--- src/rtl/npc_pkg.sv ---
package npc_pkg;
    localparam int XLEN   = 32;
    localparam int REG_AW = 5;
    localparam int OP_W   = 6;
    localparam int IMM_W  = 16;
    localparam int IDX_W  = 26;
    localparam int SEG_W  = XLEN - IDX_W - 2;

    localparam logic [OP_W-1:0] OP_SPECIAL = 6'b000000;
    localparam logic [OP_W-1:0] OP_REGIMM  = 6'b000001;
    localparam logic [OP_W-1:0] OP_JUMP    = 6'b000010;
    localparam logic [OP_W-1:0] OP_CALL    = 6'b000011;
    localparam logic [OP_W-1:0] OP_BREQ    = 6'b000100;
    localparam logic [OP_W-1:0] OP_BRNE    = 6'b000101;

    localparam logic [5:0] FN_JREG  = 6'b001000;
    localparam logic [5:0] FN_JCALL = 6'b001001;

    localparam logic [REG_AW-1:0] RI_GEZ     = 5'b00001;
    localparam logic [REG_AW-1:0] RI_LTZ     = 5'b00000;
    localparam logic [REG_AW-1:0] RI_GEZ_LNK = 5'b10001;
    localparam logic [REG_AW-1:0] RI_LTZ_LNK = 5'b10000;

    typedef enum logic [2:0] {
        CT_NONE,
        CT_JABS,
        CT_JREG,
        CT_BEQ,
        CT_BNE,
        CT_BGEZ,
        CT_BLTZ
    } ctl_kind_e;

    typedef enum logic {
        ST_SEQ,
        ST_SLOT
    } fetch_state_e;

    typedef struct packed {
        ctl_kind_e         kind;
        logic              link;
        logic [REG_AW-1:0] link_reg;
    } ctl_dec_s;
endpackage

--- src/rtl/npc_decoder.sv ---
module npc_decoder
    import npc_pkg::*;
#(
    parameter logic [REG_AW-1:0] LINK_REG = 5'd31
) (
    input  logic [XLEN-1:0] instr,
    output ctl_dec_s        dec
);
    logic [OP_W-1:0]   opcode;
    logic [REG_AW-1:0] rt_f;
    logic [REG_AW-1:0] rd_f;
    logic [5:0]        funct;

    assign opcode = instr[31:26];
    assign rt_f   = instr[20:16];
    assign rd_f   = instr[15:11];
    assign funct  = instr[5:0];

    always_comb begin
        dec.kind     = CT_NONE;
        dec.link     = 1'b0;
        dec.link_reg = LINK_REG;
        case (opcode)
            OP_SPECIAL: begin
                if (funct == FN_JREG) begin
                    dec.kind = CT_JREG;
                end else if (funct == FN_JCALL) begin
                    dec.kind     = CT_JREG;
                    dec.link     = 1'b1;
                    dec.link_reg = rd_f;
                end
            end
            OP_REGIMM: begin
                case (rt_f)
                    RI_GEZ:     dec.kind = CT_BGEZ;
                    RI_LTZ:     dec.kind = CT_BLTZ;
                    RI_GEZ_LNK: begin
                        dec.kind = CT_BGEZ;
                        dec.link = 1'b1;
                    end
                    RI_LTZ_LNK: begin
                        dec.kind = CT_BLTZ;
                        dec.link = 1'b1;
                    end
                    default:    dec.kind = CT_NONE;
                endcase
            end
            OP_JUMP:  dec.kind = CT_JABS;
            OP_CALL: begin
                dec.kind = CT_JABS;
                dec.link = 1'b1;
            end
            OP_BREQ:  dec.kind = CT_BEQ;
            OP_BRNE:  dec.kind = CT_BNE;
            default:  dec.kind = CT_NONE;
        endcase
    end
endmodule

--- src/rtl/npc_cond_eval.sv ---
module npc_cond_eval
    import npc_pkg::*;
(
    input  ctl_kind_e       kind,
    input  logic [XLEN-1:0] rs_val,
    input  logic [XLEN-1:0] rt_val,
    output logic            taken
);
    logic ops_equal;
    logic rs_neg;

    assign ops_equal = (rs_val == rt_val);
    assign rs_neg    = rs_val[XLEN-1];

    always_comb begin
        unique case (kind)
            CT_JABS, CT_JREG: taken = 1'b1;
            CT_BEQ:           taken = ops_equal;
            CT_BNE:           taken = !ops_equal;
            CT_BGEZ:          taken = !rs_neg;
            CT_BLTZ:          taken = rs_neg;
            default:          taken = 1'b0;
        endcase
    end
endmodule

--- src/rtl/npc_target_gen.sv ---
module npc_target_gen
    import npc_pkg::*;
(
    input  ctl_kind_e       kind,
    input  logic [XLEN-1:0] pc,
    input  logic [XLEN-1:0] instr,
    input  logic [XLEN-1:0] rs_val,
    output logic [XLEN-1:0] target
);
    localparam int EXT_W = XLEN - IMM_W - 2;

    logic [XLEN-1:0] slot_pc;
    logic [XLEN-1:0] disp;
    logic [XLEN-1:0] rel_tgt;
    logic [XLEN-1:0] seg_tgt;

    assign slot_pc = pc + XLEN'(4);
    assign disp    = {{EXT_W{instr[IMM_W-1]}}, instr[IMM_W-1:0], 2'b00};
    assign rel_tgt = slot_pc + disp;
    assign seg_tgt = {pc[XLEN-1 -: SEG_W], instr[IDX_W-1:0], 2'b00};

    always_comb begin
        unique case (kind)
            CT_JABS:                            target = seg_tgt;
            CT_JREG:                            target = rs_val;
            CT_BEQ, CT_BNE, CT_BGEZ, CT_BLTZ:   target = rel_tgt;
            default:                            target = slot_pc;
        endcase
    end
endmodule

--- src/rtl/npc_branch_unit.sv ---
module npc_branch_unit
    import npc_pkg::*;
#(
    parameter logic [XLEN-1:0]   RESET_PC = 32'hBFC0_0000,
    parameter logic [REG_AW-1:0] LINK_REG = 5'd31
) (
    input  logic              clk,
    input  logic              rst_n,
    input  logic              instr_valid,
    input  logic [XLEN-1:0]   instr,
    input  logic [XLEN-1:0]   rs_val,
    input  logic [XLEN-1:0]   rt_val,
    output logic [XLEN-1:0]   fetch_pc,
    output logic              xfer_taken,
    output logic [XLEN-1:0]   redirect_target,
    output logic              in_delay_slot,
    output logic              link_we,
    output logic [REG_AW-1:0] link_reg,
    output logic [XLEN-1:0]   link_data
);
    fetch_state_e    state_q, state_d;
    logic [XLEN-1:0] pc_q, pc_d;
    logic [XLEN-1:0] pend_q, pend_d;

    ctl_dec_s        dec;
    logic            cond_ok;
    logic [XLEN-1:0] tgt;
    logic            decode_en;

    npc_decoder #(.LINK_REG(LINK_REG)) u_dec (
        .instr (instr),
        .dec   (dec)
    );

    npc_cond_eval u_cond (
        .kind   (dec.kind),
        .rs_val (rs_val),
        .rt_val (rt_val),
        .taken  (cond_ok)
    );

    npc_target_gen u_tgt (
        .kind   (dec.kind),
        .pc     (pc_q),
        .instr  (instr),
        .rs_val (rs_val),
        .target (tgt)
    );

    // only a valid word outside a delay slot is decoded as a transfer
    assign decode_en = instr_valid && (state_q == ST_SEQ);

    always_ff @(posedge clk) begin
        if (!rst_n) begin
            state_q <= ST_SEQ;
            pc_q    <= RESET_PC;
            pend_q  <= '0;
        end else begin
            state_q <= state_d;
            pc_q    <= pc_d;
            pend_q  <= pend_d;
        end
    end

    // next-state: SEQ_TO_SLOT, SLOT_TO_SEQ, HOLD
    always_comb begin
        state_d = state_q;
        pc_d    = pc_q;
        pend_d  = pend_q;
        unique case (state_q)
            ST_SEQ: begin
                if (instr_valid) begin
                    pc_d = pc_q + XLEN'(4);
                    if (cond_ok) begin
                        state_d = ST_SLOT;
                        pend_d  = tgt;
                    end
                end
            end
            ST_SLOT: begin
                if (instr_valid) begin
                    pc_d    = pend_q;
                    state_d = ST_SEQ;
                end
            end
            default: state_d = ST_SEQ;
        endcase
    end

    // outputs
    always_comb begin
        fetch_pc        = pc_q;
        in_delay_slot   = (state_q == ST_SLOT);
        xfer_taken      = decode_en && cond_ok;
        redirect_target = (decode_en && cond_ok) ? tgt : '0;
        link_we         = decode_en && dec.link;
        link_reg        = dec.link_reg;
        link_data       = pc_q + XLEN'(8);
    end
endmodule

--- config.mk ---
export PLATFORM = sky130hd
export DESIGN_NAME = npc_branch_unit
export DESIGN_NICKNAME = d
export VERILOG_FILES = /design/src/rtl/npc_pkg.sv /design/src/rtl/npc_decoder.sv /design/src/rtl/npc_cond_eval.sv /design/src/rtl/npc_target_gen.sv /design/src/rtl/npc_branch_unit.sv
export SDC_FILE = /design/constraint.sdc
export NUM_CORES = 1
export LEC_CHECK = 0
export BUFFER_PORTS_ARGS = -buffer_cell sky130_fd_sc_hd__buf_2
export CAP_MARGIN = 5
export CELL_PAD_IN_SITES_DETAIL_PLACEMENT = 2
export CELL_PAD_IN_SITES_GLOBAL_PLACEMENT = 2
export CORE_MARGIN = 2
export CORE_UTILIZATION = 25
export DETAILED_ROUTE_END_ITERATION = 8
export PLACE_DENSITY = 0.81
export SETUP_SLACK_MARGIN = 0.02
export SYNTH_ARGS = -nofsm -noshare
export SYNTH_HDL_FRONTEND = slang
export SYNTH_SLANG_ARGS = --single-unit
--- constraint.sdc ---
create_clock -name clk -period 11.7 [get_ports clk]
set_input_delay 1.17 -clock clk [delete_from_list [all_inputs] [get_ports clk]]
set_output_delay 1.17 -clock clk [all_outputs]
set_load 0.01 [all_outputs]
Word level (Yosys, flattened, before mapping)
Index checks and enable logic that the tools add are counted.

cells by class
  add/subtract/negate cells = 3
  eq/ne operators = 19
  multiplexer cells = 18
  bitwise logic cells = 1
  reduce and logical (&&, ||, !) cells = 15

operator list
  cell                     count
  $mux W32                 3
  $pmux W32 S3             1
  $pmux W32 S2             1
  $add A32 B3 Y32 const B  1
  $add A32 B32 Y32         1
  $add A32 B4 Y32 const B  1
  $eq A32 B32 Y1           1
  $pmux W3 S5              1
  $eq A6 B2 Y1 const B     2
  $eq A6 B3 Y1 const B     2
  $eq A6 B4 Y1 const B     2
  $eq A5 B5 Y1 const B     2
  $reduce_or A2 Y1         5
  $eq A3 B3 Y1 const B     3
  $mux W8                  1
  $eq A3 B2 Y1 const B     2
  $eq A6 B1 Y1 const B     1
  $logic_not A6 Y1         1
  $mux W6                  1
  $pmux W3 S2              1
  $eq A5 B1 Y1 const B     1
  $logic_not A5 Y1         1
  $mux W5                  1
  $pmux W1 S5              1
  12 further kinds         19

word-level totals
  register bits = 65
  input port bits = 99
  output and inout bits = 104

Longest topological paths before layout
Gate-level depths: netlist of run 1.

  depth after elaboration = 10
  mapped depth = 19
  mapped depth without buffers = 17

Hierarchy
Synthesis of run 1 repeated with hierarchy kept, for this count alone.

unflattened totals
  cells, all modules = 1,129
  area, all modules = 7,805.0 µm²

modules (own cells, without submodules)
  module           instances  cells each  area each (µm²)
  npc_branch_unit  1          505         3,622.2
  npc_target_gen   1          550         3,611.0
  npc_cond_eval    1          48          390.4
  npc_decoder      1          26          181.4

Least setup slack after synthesis of run 1
Ideal clock, no wire load.

  path type = reg-to-output
  start = reg pc_q[4] (netlist: fetch_pc[4])
  end = out redirect_target[31]
  arrival time = 3,815 ps
  required time = 10,530 ps
  slack = 6,715 ps
  stages on the path, launching flop included = 20
  path buffers = 3
  path through = dfxtp_1 -> ha_1 -> buf_2 -> nand3_1 -> or4_1 -> buf_2 -> or2_4 -> nor2_4 -> xor2_2 -> ha_1 -> clkbuf_1 -> nand2_1 -> o21ai_0 -> or3_1 -> o21ai_0 -> a21oi_1 -> a211oi_1 -> xnor2_1 -> a21oi_1 -> nor2_1

on the way
  longest elaborated chain between the ends = 4

RTL lines
  item                    RTL line               RTL
  start, declared         npc_branch_unit.sv:22  logic [XLEN-1:0] pc_q, pc_d;
  start signal, assigned  npc_branch_unit.sv:60  pc_q <= pc_d;
  $add A32 B3 Y32 *       npc_target_gen.sv:17   assign slot_pc = pc + XLEN'(4);
  $add A32 B32 Y32        npc_target_gen.sv:19   assign rel_tgt = slot_pc + disp;
  $pmux W32 S3 *          npc_target_gen.sv:23   unique case (kind)
  $mux W32 *              npc_branch_unit.sv:95  redirect_target = (decode_en && cond_ok) ? tgt : '0;
  end, declared           npc_branch_unit.sv:15  output logic [XLEN-1:0] redirect_target,

Mark *: on every way between the ends. The rest lies on a longest branch, timed or not.

Worst setup path in the final report of run 1
  start = reg pc_q[2] (netlist: fetch_pc[2])
  end = out redirect_target[31]

Same word-level chain as after synthesis.

==> metrics.md, run 1 <==
| Metric | Value |
|---|---|
| Rel. slew slack | `0.408` |
| H-tree levels | `3` |
| Synth Net Count | `1070` |
| Tcrit/Tclk final | `0.550` |
| Slew at the pin closest to its max-slew limit | `0.887 ns` |
| IO Pins | `203` |
| Post-CTS Resized | `0` |
| Synthesis-stage register bit count | `65` |
| Num CTS Buffers | `9` |
| Hold_buf cts | `0` |
| Number of global-route vias before repair | `8359` |
| Post-Synthesis Cell Area | `0.00670 sq mm` |
| Slew Viols, Final | `0` |
| Pwr Density | `79.2 mW/mm^2` |
| Clk sinks | `65` |
| Slowest cell on the critical path | `dfxtp_1` |
| Max-Cap Viols | `0` |
| Dominant cell type by area after synthesis | `dfxtp_1` |
| Gr usage total | `0.231` |
| Std-Cell Rows | `59` |
| Synth cell types | `71` |
| First-pass GRT wire length | `50.3 mm` |
| Crit path depth | `17` |
| Commonest non-fill, non-tap cell in the layout | `buf_2` |
| Max Fclk | `155 MHz` |
| Primary FF master, synth | `dfxtp_1` |
| Via count | `7812` |
| Clk root buf | `clkbuf_16` |
| Mapped Cells | `937` |
| Drt first-iter violations | `376` |
| Fill cells | `3141` |
| Most frequent cells in the layout | `buf_2, nor2_1, nand2_1, a21oi_1, dfxtp_1` |
| Clk_lat worst skew | `0.36 ns` |
| Layout cells sized above 1 | `0.238` |
| Core region area | `0.0262 sq mm` |
| Number of flops mapped to enable cells by yosys | `0` |
| DR WL/cell | `22.7 um` |
| Final setup viols | `0` |
| CP delay by family, top | `simple AND/OR/NAND/NOR gates` |
| Number of port buffers | `202` |
| Die span in y | `168 um` |
| Warnings from Yosys | `0` |
| Largest net degree at the start of global routing | `60` |
| Crit Path Max Fanout | `13` |
| CTS tree | `yes` |
| First-pass detailed-route iteration total | `5` |
| Fin util | `0.313` |
| CP most frequent cell | `a21oi_1` |
| Final TNS setup | `0 ns` |
| Detailed-route vias per instance | `5.47` |
| Final nets | `1219` |
| Register area share after synthesis | `0.194` |
| Critical Path RT | `10.53 ns` |
| Pleak | `3.46 nW` |
| Drt drc | `0` |
| Run status | `finished, final reports clean` |
| Reg2Reg Depth | `16` |
| Grt total ovfl | `0` |
| Clk_skew | `0.0119 ns` |
| CTS Buffer Depth | `2` |
| Maximum VDD drop | `53.7 uV` |
| Starting Density | `0.256` |
| Final Hold Vio Count | `0` |
| Die footprint | `0.0281 sq mm` |
| Critical path launch point type | `flip-flop` |
| Slowest stage delay, CP | `0.66 ns` |
| GPL Wtd Cong | `0.937` |
| Antenna-violating nets left | `0` |
| Unrepaired setup endpoints after global routing | `false` |
| Detailed Place HPWL | `25.9 mm` |
| Min-delay worst type | `reg -> reg` |
| Minimum clock period | `6.43 ns` |
| Post-Syn Area per Cell | `7.15 sq um` |
| Reg clk slew, reported paths | `0.07 ns` |
| Crit path cell chain | `ha_1 > and3_1 > nand3_2 > or2_1 > nor3_1 > xor2_1 > ha_1 > a21oi_1 > o21ai_0 > or3_1 > o21ai_0 > a21oi_1 > a211oi_1 > xnor2_1 > a21oi_1 > nor2_1 > buf_2` |
| Crit path DAT | `5.26 ns` |
| Yosys top cell area share | `0.194` |
| DRT Wirelength | `32.5 mm` |
| Async SR Flop Fraction | `0` |
| # Post-CTS Setup Buffers | `0` |
| Die width | `168 um` |
| Top cells by area, synth | `dfxtp_1, xor2_1, nor2_1` |
| Crit path capture type | `output pin` |
| Hold path depth | `2` |
| Antenna violations before repair | `2` |
| Worst Setup Path Type | `reg -> out` |
| Area Overhead vs Synth | `22.6%` |
| CP bufs+invs | `1` |
-- worst reg2reg max path, delay by kind of cell (launching register included) --
kind | cells | cell delay [ns]
compound gates | 7 | 1.49
simple gates | 5 | 1.47
fa+ha+maj | 2 | 0.70
flops | 1 | 0.66
xor+xnor | 2 | 0.50
-- area by class of cell --
| class | count | area (sq um) | area share |
|---|---|---|---|
| flip-flops and latches | 65 | 1300 | 0.158 |
| clock inverters | 7 | 103 | 0.0125 |
| repair buffers | 212 | 1090 | 0.132 |
| inverters | 18 | 67.6 | 0.00823 |
| clock buffers | 9 | 225 | 0.0274 |
| multi-input cells | 780 | 5000 | 0.609 |
| well taps | 335 | 419 | 0.0511 |
| diodes | 2 | 5.00 | 0.000610 |
-- Yosys cell counts, types with 3 or more instances --
library cell and instances:
buf_2 25, nor4_1 11, a211oi_1 29, nand2b_1 13, or3_1 4, mux2i_1 11, xnor2_2 3, nand2_1 96
o211ai_1 9, a22o_1 8, dfxtp_1 65, xor2_1 57, nor3_1 14, and3_1 6, mux2_2 5, ha_1 33
nor3b_1 7, and2_1 3, nor2b_1 5, a21o_1 6, inv_1 16, o21ai_0 60, buf_4 6, o31ai_1 7
a221oi_1 14, a22oi_1 16, o21bai_1 4, o41ai_1 4, xnor2_1 50, nand3_1 31, a31oi_1 9, a21oi_1 72
nand4_1 19, o21a_1 8, nor2_1 121, clkbuf_1 42, or2_2 5
-- worst paths after layout --
path                                   from                   to  slack (ns)
worst max-delay path            fetch_pc[2]  redirect_target[31]        5.27
worst min-delay path              pend_q[0]          fetch_pc[0]        0.46
worst max register to register  fetch_pc[2]           pend_q[31]        6.75
worst min register to register    pend_q[0]          fetch_pc[0]        0.46
-- registers in the layout, summed over array words and instances, names as in the netlist --
name,flops
in_delay_slot,1
pend_q,32
fetch_pc,32
-- power by group --
part / internal [mW] / total [mW] / leakage, nW / switching, mW
sequential: 0.222 / 0.225 / 0.524 / 0.00287
combinational: 0.0429 / 0.117 / 2.78 / 0.0738
clock: 0.189 / 0.309 / 0.157 / 0.120
-- cell families after synthesis --
group,count (synthesis),share of synthesized area
fa+ha+maj,34,0.0646
simple gates,354,0.252
flops,65,0.194
buf+inv,92,0.0598
compound gates,265,0.255
mux,16,0.0248
xor+xnor,111,0.150
-- metrics by stage --
stage	power (mW)	hold WS, ns	setup WS, ns	cells	instance area [sq um]
after floorplan	0.291	0.431	6.72	937	6700
after global placement	0.343	0.442	5.88	1410	7880
after detailed placement	0.346	0.450	5.71	1410	7880
after CTS	0.652	0.459	5.30	1426	8210
after global routing	0.674	0.474	4.94	1426	8210
final	0.651	0.458	5.27	1428	8210
-- layer usage --
| metal | GRT usage | up-vias | wire (um) |
|---|---|---|---|
| li1 | - | 3653 | - |
| met1 | 0.282 | 3888 | 14000 |
| met5 | 0 | - | 0 |
| met2 | 0.415 | 230 | 16300 |
| met3 | 0.0392 | 41 | 1420 |
| met4 | 0.0654 | 0 | 775 |
Note: power is estimated with default switching activity, not from simulation.
==> run 2: changes to the inputs <==
- clock period: 11.7 -> 6.17 ns (I/O delays scaled with it)
==> run 2 against run 1 <==
Compared with the run above: via count grew 0.36%; non-clock buffer count increased by 5; worst hold slack improved by 0.014 ns.
==> metrics.md, run 2 (synthesis gave the netlist of run 1 again) <==
| Metric | Value |
|---|---|
| Max Fclk | `178 MHz` |
| Antenna violations before repair | `0 (was 2)` |
| Area Overhead vs Synth | `23.1% (was 22.6%)` |
| Minimum clock period | `5.63 ns` |
| Slew Viols, Final | `0 (unchanged)` |
| Reg2Reg Depth | `16 (unchanged)` |
| Hold path depth | `2 (unchanged)` |
| Unrepaired setup endpoints after global routing | `false (unchanged)` |
| Crit path capture type | `output pin (unchanged)` |
| Slew at the pin closest to its max-slew limit | `0.917 ns (was 0.887 ns)` |
| Rel. slew slack | `0.388 (was 0.408)` |
| Clk root buf | `clkbuf_16 (unchanged)` |
| Core region area | `0.0262 sq mm (unchanged)` |
| Final setup viols | `0 (unchanged)` |
| WHS | `0.473 ns (was 0.458 ns)` |
| Detailed Place HPWL | `26.0 mm (was 25.9 mm)` |
| Maximum VDD drop | `96.3 uV (was 53.7 uV)` |
| Grt total ovfl | `0 (unchanged)` |
| GPL Wtd Cong | `0.911 (was 0.937)` |
| Via count | `7840 (was 7812)` |
| Tcrit/Tclk final | `0.913` |
| Hold_buf cts | `0 (unchanged)` |
| Most frequent cells in the layout | `buf_2, nor2_1, nand2_1, a21oi_1, dfxtp_1 (unchanged)` |
| First-pass GRT wire length | `50.0 mm (was 50.3 mm)` |
| Largest net degree at the start of global routing | `59 (was 60)` |
| Commonest non-fill, non-tap cell in the layout | `buf_2 (unchanged)` |
| Post-CTS Resized | `0 (unchanged)` |
| Critical path launch point type | `flip-flop (unchanged)` |
| Std-Cell Rows | `59 (unchanged)` |
| Final Hold Vio Count | `0 (unchanged)` |
| DR WL/cell | `22.8 um (was 22.7 um)` |
| Number of port buffers | `202 (unchanged)` |
| Reg clk slew, reported paths | `0.06 ns (was 0.07 ns)` |
| Drt first-iter violations | `422 (was 376)` |
| H-tree levels | `3 (unchanged)` |
| Worst Setup Path Type | `reg -> out (unchanged)` |
| Area of the multi-input gates | `0.00500 sq mm (unchanged)` |
| Layout cells sized above 1 | `0.242 (was 0.238)` |
| Crit path DAT | `5.01 ns (was 5.26 ns)` |
| CTS Buffer Depth | `2 (unchanged)` |
| Max-Cap Viols | `0 (unchanged)` |
| Min-delay worst type | `reg -> reg (unchanged)` |
| Run status | `finished, final reports clean (unchanged)` |
| Crit Path Max Fanout | `9 (was 13)` |
| # Post-CTS Setup Buffers | `0 (unchanged)` |
| Pleak | `3.49 nW (was 3.46 nW)` |
| Crit path launch | `fetch_pc[4] (was fetch_pc[2])` |
| Diodes inserted | `0 (was 2)` |
| Num CTS Buffers | `9 (unchanged)` |
| Gr usage total | `0.230 (was 0.231)` |
| DRT Wirelength | `32.7 mm (was 32.5 mm)` |
| Post-Layout Cell Count | `1431 (was 1428)` |
| Worst r2r src | `fetch_pc[4] (was fetch_pc[2])` |
| Final TNS setup | `0 ns (unchanged)` |
| Clk_lat worst skew | `0.34 ns (was 0.36 ns)` |
| Starting Density | `0.256 (unchanged)` |
| CTS tree | `yes (unchanged)` |
| Worst min-delay path startpoint | `pend_q[9] (was pend_q[0])` |
| Antenna-violating nets left | `0 (unchanged)` |
| Drt drc | `0 (unchanged)` |
| Pwr Density | `148 mW/mm^2 (was 79.2 mW/mm^2)` |
| Detailed-route vias per instance | `5.48 (was 5.47)` |
| Critical Path RT | `5.55 ns (was 10.53 ns)` |
| Final nets | `1224 (was 1219)` |
| Die span in y | `168 um (unchanged)` |
| Die width | `168 um (unchanged)` |
| First-pass detailed-route iteration total | `5 (unchanged)` |
| Fill cells | `3176 (was 3141)` |
| Clk_skew | `0.00819 ns (was 0.0119 ns)` |
| Clk sinks | `65 (unchanged)` |
| Number of global-route vias before repair | `8402 (was 8359)` |
| DP Cell Count | `1415 (was 1410)` |
| Die footprint | `0.0281 sq mm (unchanged)` |
| Sequential Area | `0.00130 sq mm (unchanged)` |
| IO Pins | `203 (unchanged)` |
==> run 2: changes by cell type in the layout (fill, tap and decap cells not counted), sizes merged <==
cell | before | now
buf | 212 | 217
clkbuf | 9 | 11
diode | 2 | 0
inv | 19 | 17
==> run 2: worst max-delay path: stages, from the launching register on <==
cell      delay [ns]
dfxtp_1         0.50
ha_1            0.40
nand3_1         0.11
or4_1           0.71
nor2_2          0.30
nand2_1         0.16
xnor2_1         0.16
ha_1            0.43
nand4_1         0.23
nor4_1          0.34
a32oi_1         0.14
o31ai_1         0.19
o22ai_1         0.20
xor2_1          0.17
nor2_1          0.07
a221oi_1        0.30
nor2_1          0.08
buf_2           0.16
==> run 2: worst paths after layout <==
path,end,slack (ns)
worst max-delay path,redirect_target[29],0.54
worst min-delay path,pend_q[9],0.47
worst max register to register,pend_q[29],1.48
worst min register to register,pend_q[9],0.47
==> run 2: metrics by stage <==
step,worst slack [ns],cell area [sq um],power [mW],util
after global routing,0.157,8250,1.27,0.315
after detailed placement,1.03,7920,0.656,0.302
after floorplan,1.74,6700,0.551,-
final,0.538,8250,1.22,0.315
after global placement,1.17,7920,0.652,0.302
after CTS,0.590,8250,1.24,0.315
==> run 2: metal layers <==
metal	GRT usage	part of all wire	vias up
li1	-	-	3660
met1	0.280	0.43	3906
met2	0.420	0.50	230
met3	0.0381	0.046	44
met4	0.0616	0.024	0
met5	0	0	-
==> run 2: layout make-up <==
class | instances | share of cell area
Sequential cell | 65 | 0.158
Tap cell | 335 | 0.0508
Multi-Input combinational cell | 780 | 0.607
Timing Repair Buffer | 217 | 0.136
Inverter | 18 | 0.00819
Clock inverter | 5 | 0.00941
Clock buffer | 11 | 0.0307
==> run 2: where the power goes <==
part | switching [mW] | internal [mW]
Combinational | 0.141 | 0.0818
Clock | 0.201 | 0.374
Sequential | 0.00347 | 0.422
